$ cat config.mk
export PLATFORM = sky130hd
export DESIGN_NAME = dsadc_sequencer
export DESIGN_NICKNAME = d
export VERILOG_FILES = /design/src/rtl/dsadc_pkg.sv /design/src/rtl/bcd_digit.sv /design/src/rtl/bcd_chain.sv /design/src/rtl/dsadc_phase_fsm.sv /design/src/rtl/dsadc_result_latch.sv /design/src/rtl/dsadc_sequencer.sv
export SDC_FILE = /design/constraint.sdc
export NUM_CORES = 1
export LEC_CHECK = 0
export BUFFER_PORTS_ARGS = -buffer_cell sky130_fd_sc_hd__buf_2
export CAP_MARGIN = 5
export CORE_MARGIN = 2
export CORE_UTILIZATION = 47
export DETAILED_ROUTE_END_ITERATION = 7
export GPL_ROUTABILITY_DRIVEN = 0
export GPL_TIMING_DRIVEN = 0
export HOLD_SLACK_MARGIN = 0.08
export PLACE_DENSITY_LB_ADDON = 0.08
export SLEW_MARGIN = 40
export SYNTH_ARGS = -nofsm -noshare
export SYNTH_HDL_FRONTEND = slang
export SYNTH_SLANG_ARGS = --single-unit
$ cat constraint.sdc
create_clock -name clk -period 1.9 [get_ports clk]
set_input_delay 0.19 -clock clk [delete_from_list [all_inputs] [get_ports clk]]
set_output_delay 0.19 -clock clk [all_outputs]
set_load 0.02 [all_outputs]
$ cat src/rtl/dsadc_pkg.sv
package dsadc_pkg;

    typedef enum logic [2:0] {
        PH_AZ     = 3'd0,
        PH_GAP_AI = 3'd1,
        PH_INT    = 3'd2,
        PH_GAP_IR = 3'd3,
        PH_READ   = 3'd4,
        PH_GAP_RA = 3'd5
    } phase_t;

    localparam int BCD_W = 4;

endpackage

$ cat src/rtl/bcd_digit.sv
module bcd_digit (
    input  logic       clk,
    input  logic       rst,
    input  logic       clr,
    input  logic       inc,
    output logic [3:0] q,
    output logic       carry
);
    // One decade: counts 0..9, carries on the step from 9 back to 0.
    assign carry = inc && (q == 4'd9);

    always_ff @(posedge clk) begin
        if (rst || clr)
            q <= 4'd0;
        else if (inc)
            q <= (q == 4'd9) ? 4'd0 : q + 4'd1;
    end
endmodule

$ cat src/rtl/bcd_chain.sv
module bcd_chain #(
    parameter int DIGITS = 4
) (
    input  logic                        clk,
    input  logic                        rst,
    input  logic                        clr,
    input  logic                        en,
    output logic [4*DIGITS-1:0]         value,
    output logic                        ovf
);
    logic [DIGITS:0] inc_chain;

    assign inc_chain[0] = en;

    genvar i;
    generate
        for (i = 0; i < DIGITS; i++) begin : g_dec
            bcd_digit u_dig (
                .clk   (clk),
                .rst   (rst),
                .clr   (clr),
                .inc   (inc_chain[i]),
                .q     (value[4*i +: 4]),
                .carry (inc_chain[i+1])
            );
        end
    endgenerate

    // Carry out of the top decade: counter held all nines and is stepping.
    assign ovf = inc_chain[DIGITS];

    p_ovf_nines_r2: assert property (@(posedge clk) disable iff (rst)
        ovf |-> (value == {DIGITS{4'h9}}));
endmodule

$ cat src/rtl/dsadc_phase_fsm.sv
module dsadc_phase_fsm
    import dsadc_pkg::*;
(
    input  logic clk,
    input  logic rst,
    input  logic cnt_ovf,
    input  logic cmp_zero,
    input  logic pol_neg,
    output logic cnt_clr,
    output logic cnt_en,
    output logic latch_stb,
    output logic latch_over,
    output logic sign_q,
    output logic az_en,
    output logic int_en,
    output logic ref_en,
    output logic ref_neg
);
    phase_t phase, phase_nx;
    logic   sign_nx;

    // Next-state and event decode.
    always_comb begin
        phase_nx   = phase;
        sign_nx    = sign_q;
        latch_stb  = 1'b0;
        latch_over = 1'b0;
        unique case (phase)
            PH_AZ: begin
                if (cnt_ovf) phase_nx = PH_GAP_AI;
            end
            PH_GAP_AI: phase_nx = PH_INT;
            PH_INT: begin
                if (cnt_ovf) begin
                    phase_nx = PH_GAP_IR;
                    sign_nx  = pol_neg;
                end
            end
            PH_GAP_IR: phase_nx = PH_READ;
            PH_READ: begin
                if (cmp_zero) begin
                    phase_nx  = PH_GAP_RA;
                    latch_stb = 1'b1;
                end else if (cnt_ovf) begin
                    phase_nx   = PH_GAP_RA;
                    latch_stb  = 1'b1;
                    latch_over = 1'b1;
                end
            end
            PH_GAP_RA: phase_nx = PH_AZ;
            default:   phase_nx = PH_AZ;
        endcase
    end

    // State register.
    always_ff @(posedge clk) begin
        if (rst) begin
            phase  <= PH_AZ;
            sign_q <= 1'b0;
        end else begin
            phase  <= phase_nx;
            sign_q <= sign_nx;
        end
    end

    // Output decode.
    always_comb begin
        az_en   = 1'b0;
        int_en  = 1'b0;
        ref_en  = 1'b0;
        ref_neg = 1'b0;
        cnt_clr = 1'b0;
        cnt_en  = 1'b0;
        unique case (phase)
            PH_AZ: begin
                az_en  = 1'b1;
                cnt_en = 1'b1;
            end
            PH_INT: begin
                int_en = 1'b1;
                cnt_en = 1'b1;
            end
            PH_READ: begin
                ref_en  = 1'b1;
                ref_neg = ~sign_q;
                cnt_en  = ~cmp_zero;
            end
            PH_GAP_AI, PH_GAP_IR, PH_GAP_RA: cnt_clr = 1'b1;
            default: cnt_clr = 1'b1;
        endcase
    end

    p_gap_r4: assert property (@(posedge clk) disable iff (rst)
        ($fell(az_en) || $fell(int_en) || $fell(ref_en)) |-> !(az_en || int_en || ref_en));
    p_order_az_int_r1: assert property (@(posedge clk) disable iff (rst)
        $fell(az_en) |=> int_en);
    p_order_int_ref_r1: assert property (@(posedge clk) disable iff (rst)
        $fell(int_en) |=> ref_en);
    p_order_ref_az_r1: assert property (@(posedge clk) disable iff (rst)
        $fell(ref_en) |=> az_en);
    p_int_end_ovf_r2: assert property (@(posedge clk) disable iff (rst)
        $fell(int_en) |-> $past(cnt_ovf));
    p_refsel_stable_r5: assert property (@(posedge clk) disable iff (rst)
        (ref_en && $past(ref_en)) |-> $stable(ref_neg));
endmodule

$ cat src/rtl/dsadc_result_latch.sv
module dsadc_result_latch #(
    parameter int DIGITS = 4
) (
    input  logic                clk,
    input  logic                rst,
    input  logic                stb,
    input  logic [4*DIGITS-1:0] cnt_value,
    input  logic                sign_in,
    input  logic                over_in,
    output logic [4*DIGITS-1:0] res_bcd,
    output logic                res_neg,
    output logic                res_over,
    output logic                res_valid
);
    always_ff @(posedge clk) begin
        if (rst) begin
            res_bcd   <= '0;
            res_neg   <= 1'b0;
            res_over  <= 1'b0;
            res_valid <= 1'b0;
        end else begin
            res_valid <= stb;
            if (stb) begin
                res_bcd  <= cnt_value;
                res_neg  <= sign_in;
                res_over <= over_in;
            end
        end
    end

    p_hold_r6: assert property (@(posedge clk) disable iff (rst)
        !res_valid |-> ($stable(res_bcd) && $stable(res_over) && $stable(res_neg)));
    p_pulse_r6: assert property (@(posedge clk) disable iff (rst)
        res_valid |=> !res_valid);
endmodule

$ cat src/rtl/dsadc_sequencer.sv
module dsadc_sequencer
    import dsadc_pkg::*;
#(
    parameter int DIGITS = 4
) (
    input  logic                clk,
    input  logic                rst,
    input  logic                cmp_zero,
    input  logic                pol_neg,
    output logic                az_en,
    output logic                int_en,
    output logic                ref_en,
    output logic                ref_neg,
    output logic [4*DIGITS-1:0] res_bcd,
    output logic                res_neg,
    output logic                res_over,
    output logic                res_valid
);
    localparam int CNT_W = BCD_W * DIGITS;

    logic             cnt_clr, cnt_en, cnt_ovf;
    logic [CNT_W-1:0] cnt_value;
    logic             latch_stb, latch_over, sign_q;

    bcd_chain #(.DIGITS(DIGITS)) u_cnt (
        .clk   (clk),
        .rst   (rst),
        .clr   (cnt_clr),
        .en    (cnt_en),
        .value (cnt_value),
        .ovf   (cnt_ovf)
    );

    dsadc_phase_fsm u_fsm (
        .clk        (clk),
        .rst        (rst),
        .cnt_ovf    (cnt_ovf),
        .cmp_zero   (cmp_zero),
        .pol_neg    (pol_neg),
        .cnt_clr    (cnt_clr),
        .cnt_en     (cnt_en),
        .latch_stb  (latch_stb),
        .latch_over (latch_over),
        .sign_q     (sign_q),
        .az_en      (az_en),
        .int_en     (int_en),
        .ref_en     (ref_en),
        .ref_neg    (ref_neg)
    );

    dsadc_result_latch #(.DIGITS(DIGITS)) u_lat (
        .clk       (clk),
        .rst       (rst),
        .stb       (latch_stb),
        .cnt_value (cnt_value),
        .sign_in   (sign_q),
        .over_in   (latch_over),
        .res_bcd   (res_bcd),
        .res_neg   (res_neg),
        .res_over  (res_over),
        .res_valid (res_valid)
    );

    p_over_nines_r7: assert property (@(posedge clk) disable iff (rst)
        (res_valid && res_over) |-> (res_bcd == {DIGITS{4'h9}}));
    p_sign_r8: assert property (@(posedge clk) disable iff (rst)
        res_valid |-> (res_neg == $past(sign_q)));
    p_valid_after_read_r6: assert property (@(posedge clk) disable iff (rst)
        res_valid |-> ($past(ref_en) && !ref_en));
endmodule

==> reports/results.ini <==
[sta]
worst_hold_slack_ns=0.1457
hold_viol=0
clock_skew_ns=0.009283
maxSlewViolCount=0
period_share=0.9734
fin_ws_ns=0.05048
max-slew-margin-rel=0.5716
setup_viol=0
rsz0062_at_grt=true
tightest_slew_ns=0.6414
setup_tns_ns=0
finalCriticalPeriod_ns=1.850
clock.fmax_mhz=540.7

[clock_tree]
cts_buffers=5
cts.sinks=39
insertion_delay_ns=0.29
clockBufferDepth=2
root_buffer=clkbuf_8
cts_hold_repair.buffers=0
h-tree-depth=2
clk_pin_slew_ns=0.07
cts_tree=built

[global_route]
grt_max_degree=12
grt_pass1_wl_mm=9.252
grt_use_total=0.2309
grt_antenna_before_repair=0
grt_pass1_vias=1953
grt-ovfl-total=0

[cells_and_area]
layout_common_cells=dfxtp_1 (38), buf_2 (30), a21oi_1 (28)
final_common_cell=dfxtp_1
final_nets=297
final_layout_size_suffix_gt1_frac=0.2041
syn_to_final_growth_pct=17.56
final_util=0.5694
num_antenna_cells=0
filler_cell_count=409

[floorplan]
die_w_um=70.76
fp-row-count=24
die_h_um=70.76
die-area_mm2=0.005006
core_mm2=0.004324
io_pins=27
start_util=0.4844

[synth]
ys_async_sr_fraction=0
ys.flop_type=dfxtp_1
yosys_warnings=0
synthCells=259
syn_area_mm2=0.002095
synth-seq-area-share=0.3728
synth_edf_count=0
ys_ff_latch=39
synth_nets=263
syn_avg_cell_area_um2=8.087
synth_cell_types=50

[outcome]
outcome=complete, no violations

[route]
vias=2098
first_pass_iters=4
first_iter_violations=206
viasPerCell=6.064
wl_mm=5.556
drc=0
postRouteAntennaNets=0
post_drt_wl_per_cell_um=16.06

[worst_setup_path]
r2r_setup_slack_ns=0.11
crit_top_cell=buf_4
crit_chain=buf_4, or3b_1, buf_4, inv_1, buf_2
cp_slowest_cell=or3b_1
startpoint_type=flip-flop
criticalPathCategory=reg -> out
critPathMaxStageDelay_ns=0.35
critPathCaptureType=primary output
cp.required_ns=1.71
worstPathArrival_ns=1.66
critPathMaxFanout=9

[place]
preCtsSetupSlack_ns=-0.09308
hpwlAfterDp_mm=3.848
numPortBuffers=25

[min_path]
min_path_type=in -> reg

[pwr]
leakagePower_nw=0.8913
p_total_w=0.001545
ir_drop_v=0.0004437
pwr_density_cell_mw_per_mm2=627.3

[job]
max_cap_viol_count=0

==> cell families after synthesis <==
| group | after synthesis | synth area share |
|---|---|---|
| DFF | 39 | 0.3728 |
| xor gates and xnor gates | 3 | 0.01255 |
| and+or+nand+nor | 100 | 0.2760 |
| buffers and inverters | 34 | 0.07109 |
| AOI/OAI and AO/OA | 83 | 0.2676 |
==> registers in the layout, summed over array words and instances, names as in the netlist <==
signal               flops
u_lat.res_neg            1
u_lat.res_over           1
u_fsm.sign_q             1
u_cnt.g_dec.u_dig.q     16
u_lat.res_valid          1
u_fsm.phase              3
u_lat.res_bcd           16
==> worst max-delay path, delay by kind of cell, from the launching register on <==
kind / cells / cell delay [ns]
buf+inv: 4 / 0.71
flops: 1 / 0.30
simple gates: 1 / 0.35
==> layer usage <==
metal	wire [um]	vias up	track usage
li1	-	1050	-
met1	2587	973	0.3016
met2	2502	61	0.3697
met3	284	14	0.03276
met4	181	0	0.1237
met5	0	-	0
==> stage by stage <==
step	std cells	instance area, um^2
after global routing	346	2462
final	346	2462
after global placement	336	2285
after CTS	344	2430
after floorplan	259	2095
after detailed placement	336	2290
==> power by group <==
group          internal [W]  switching, W
Combinational     0.0000266     0.0000594
Sequential         0.000822    0.00000827
Clock              0.000332      0.000297
==> cells in the mapped netlist (2+ instances only) <==
cell       instances  share of area
xnor2_1            2         0.0084
nand4_1            6          0.018
nand3_1           11          0.026
nor2b_1            4          0.012
dfxtp_1           39           0.37
nand3b_1           2         0.0072
a21oi_1           28          0.067
inv_1             11          0.020
o311ai_1           5          0.021
o311ai_0           5          0.021
a211oi_1           9          0.032
or3_1              2         0.0060
a31oi_1           13          0.039
o2111ai_1          6          0.025
nor3b_1            2         0.0072
and4bb_2           2          0.012
or4_1              4          0.014
clkbuf_1          10          0.018
buf_2             10          0.024
nor3_1            11          0.026
nor4bb_1           2         0.0096
nor4_1             3         0.0090
o211ai_1           2         0.0072
and3_1             9          0.027
nor2_1             8          0.014
nand2_1           25          0.045
o31ai_1            2         0.0072
o21ai_0            4         0.0096
==> path summary, 6_finish.rpt <==
kind,start,end,cells after the start
worst max-delay path,u_fsm.phase[1],ref_en,5
worst min register to register,u_fsm.phase[2],u_fsm.phase[1],2
worst max register to register,u_cnt.g_dec[1].u_dig.q[2],u_cnt.g_dec[3].u_dig.q[2],5
worst min-delay path,pol_neg,u_fsm.sign_q,2
==> layout make-up <==
type                       count  area, um^2  area share
tap                           52       65.06     0.02642
timing repair buffer          28       162.7     0.06606
inverter                      11       41.29     0.01677
multi-input combinational    186        1190      0.4832
clock buffer                   8       100.1     0.04065
buffer                        22       121.4     0.04929
sequential                    39       782.0      0.3176
==> repair_timing <==
action                                  CTS  global route
endpoints found under the setup margin   11            21
pin swaps                                 1             1
setup buffers                             1             2
gates resized for setup                   7             6
Note: power is estimated with default switching activity, not from simulation.
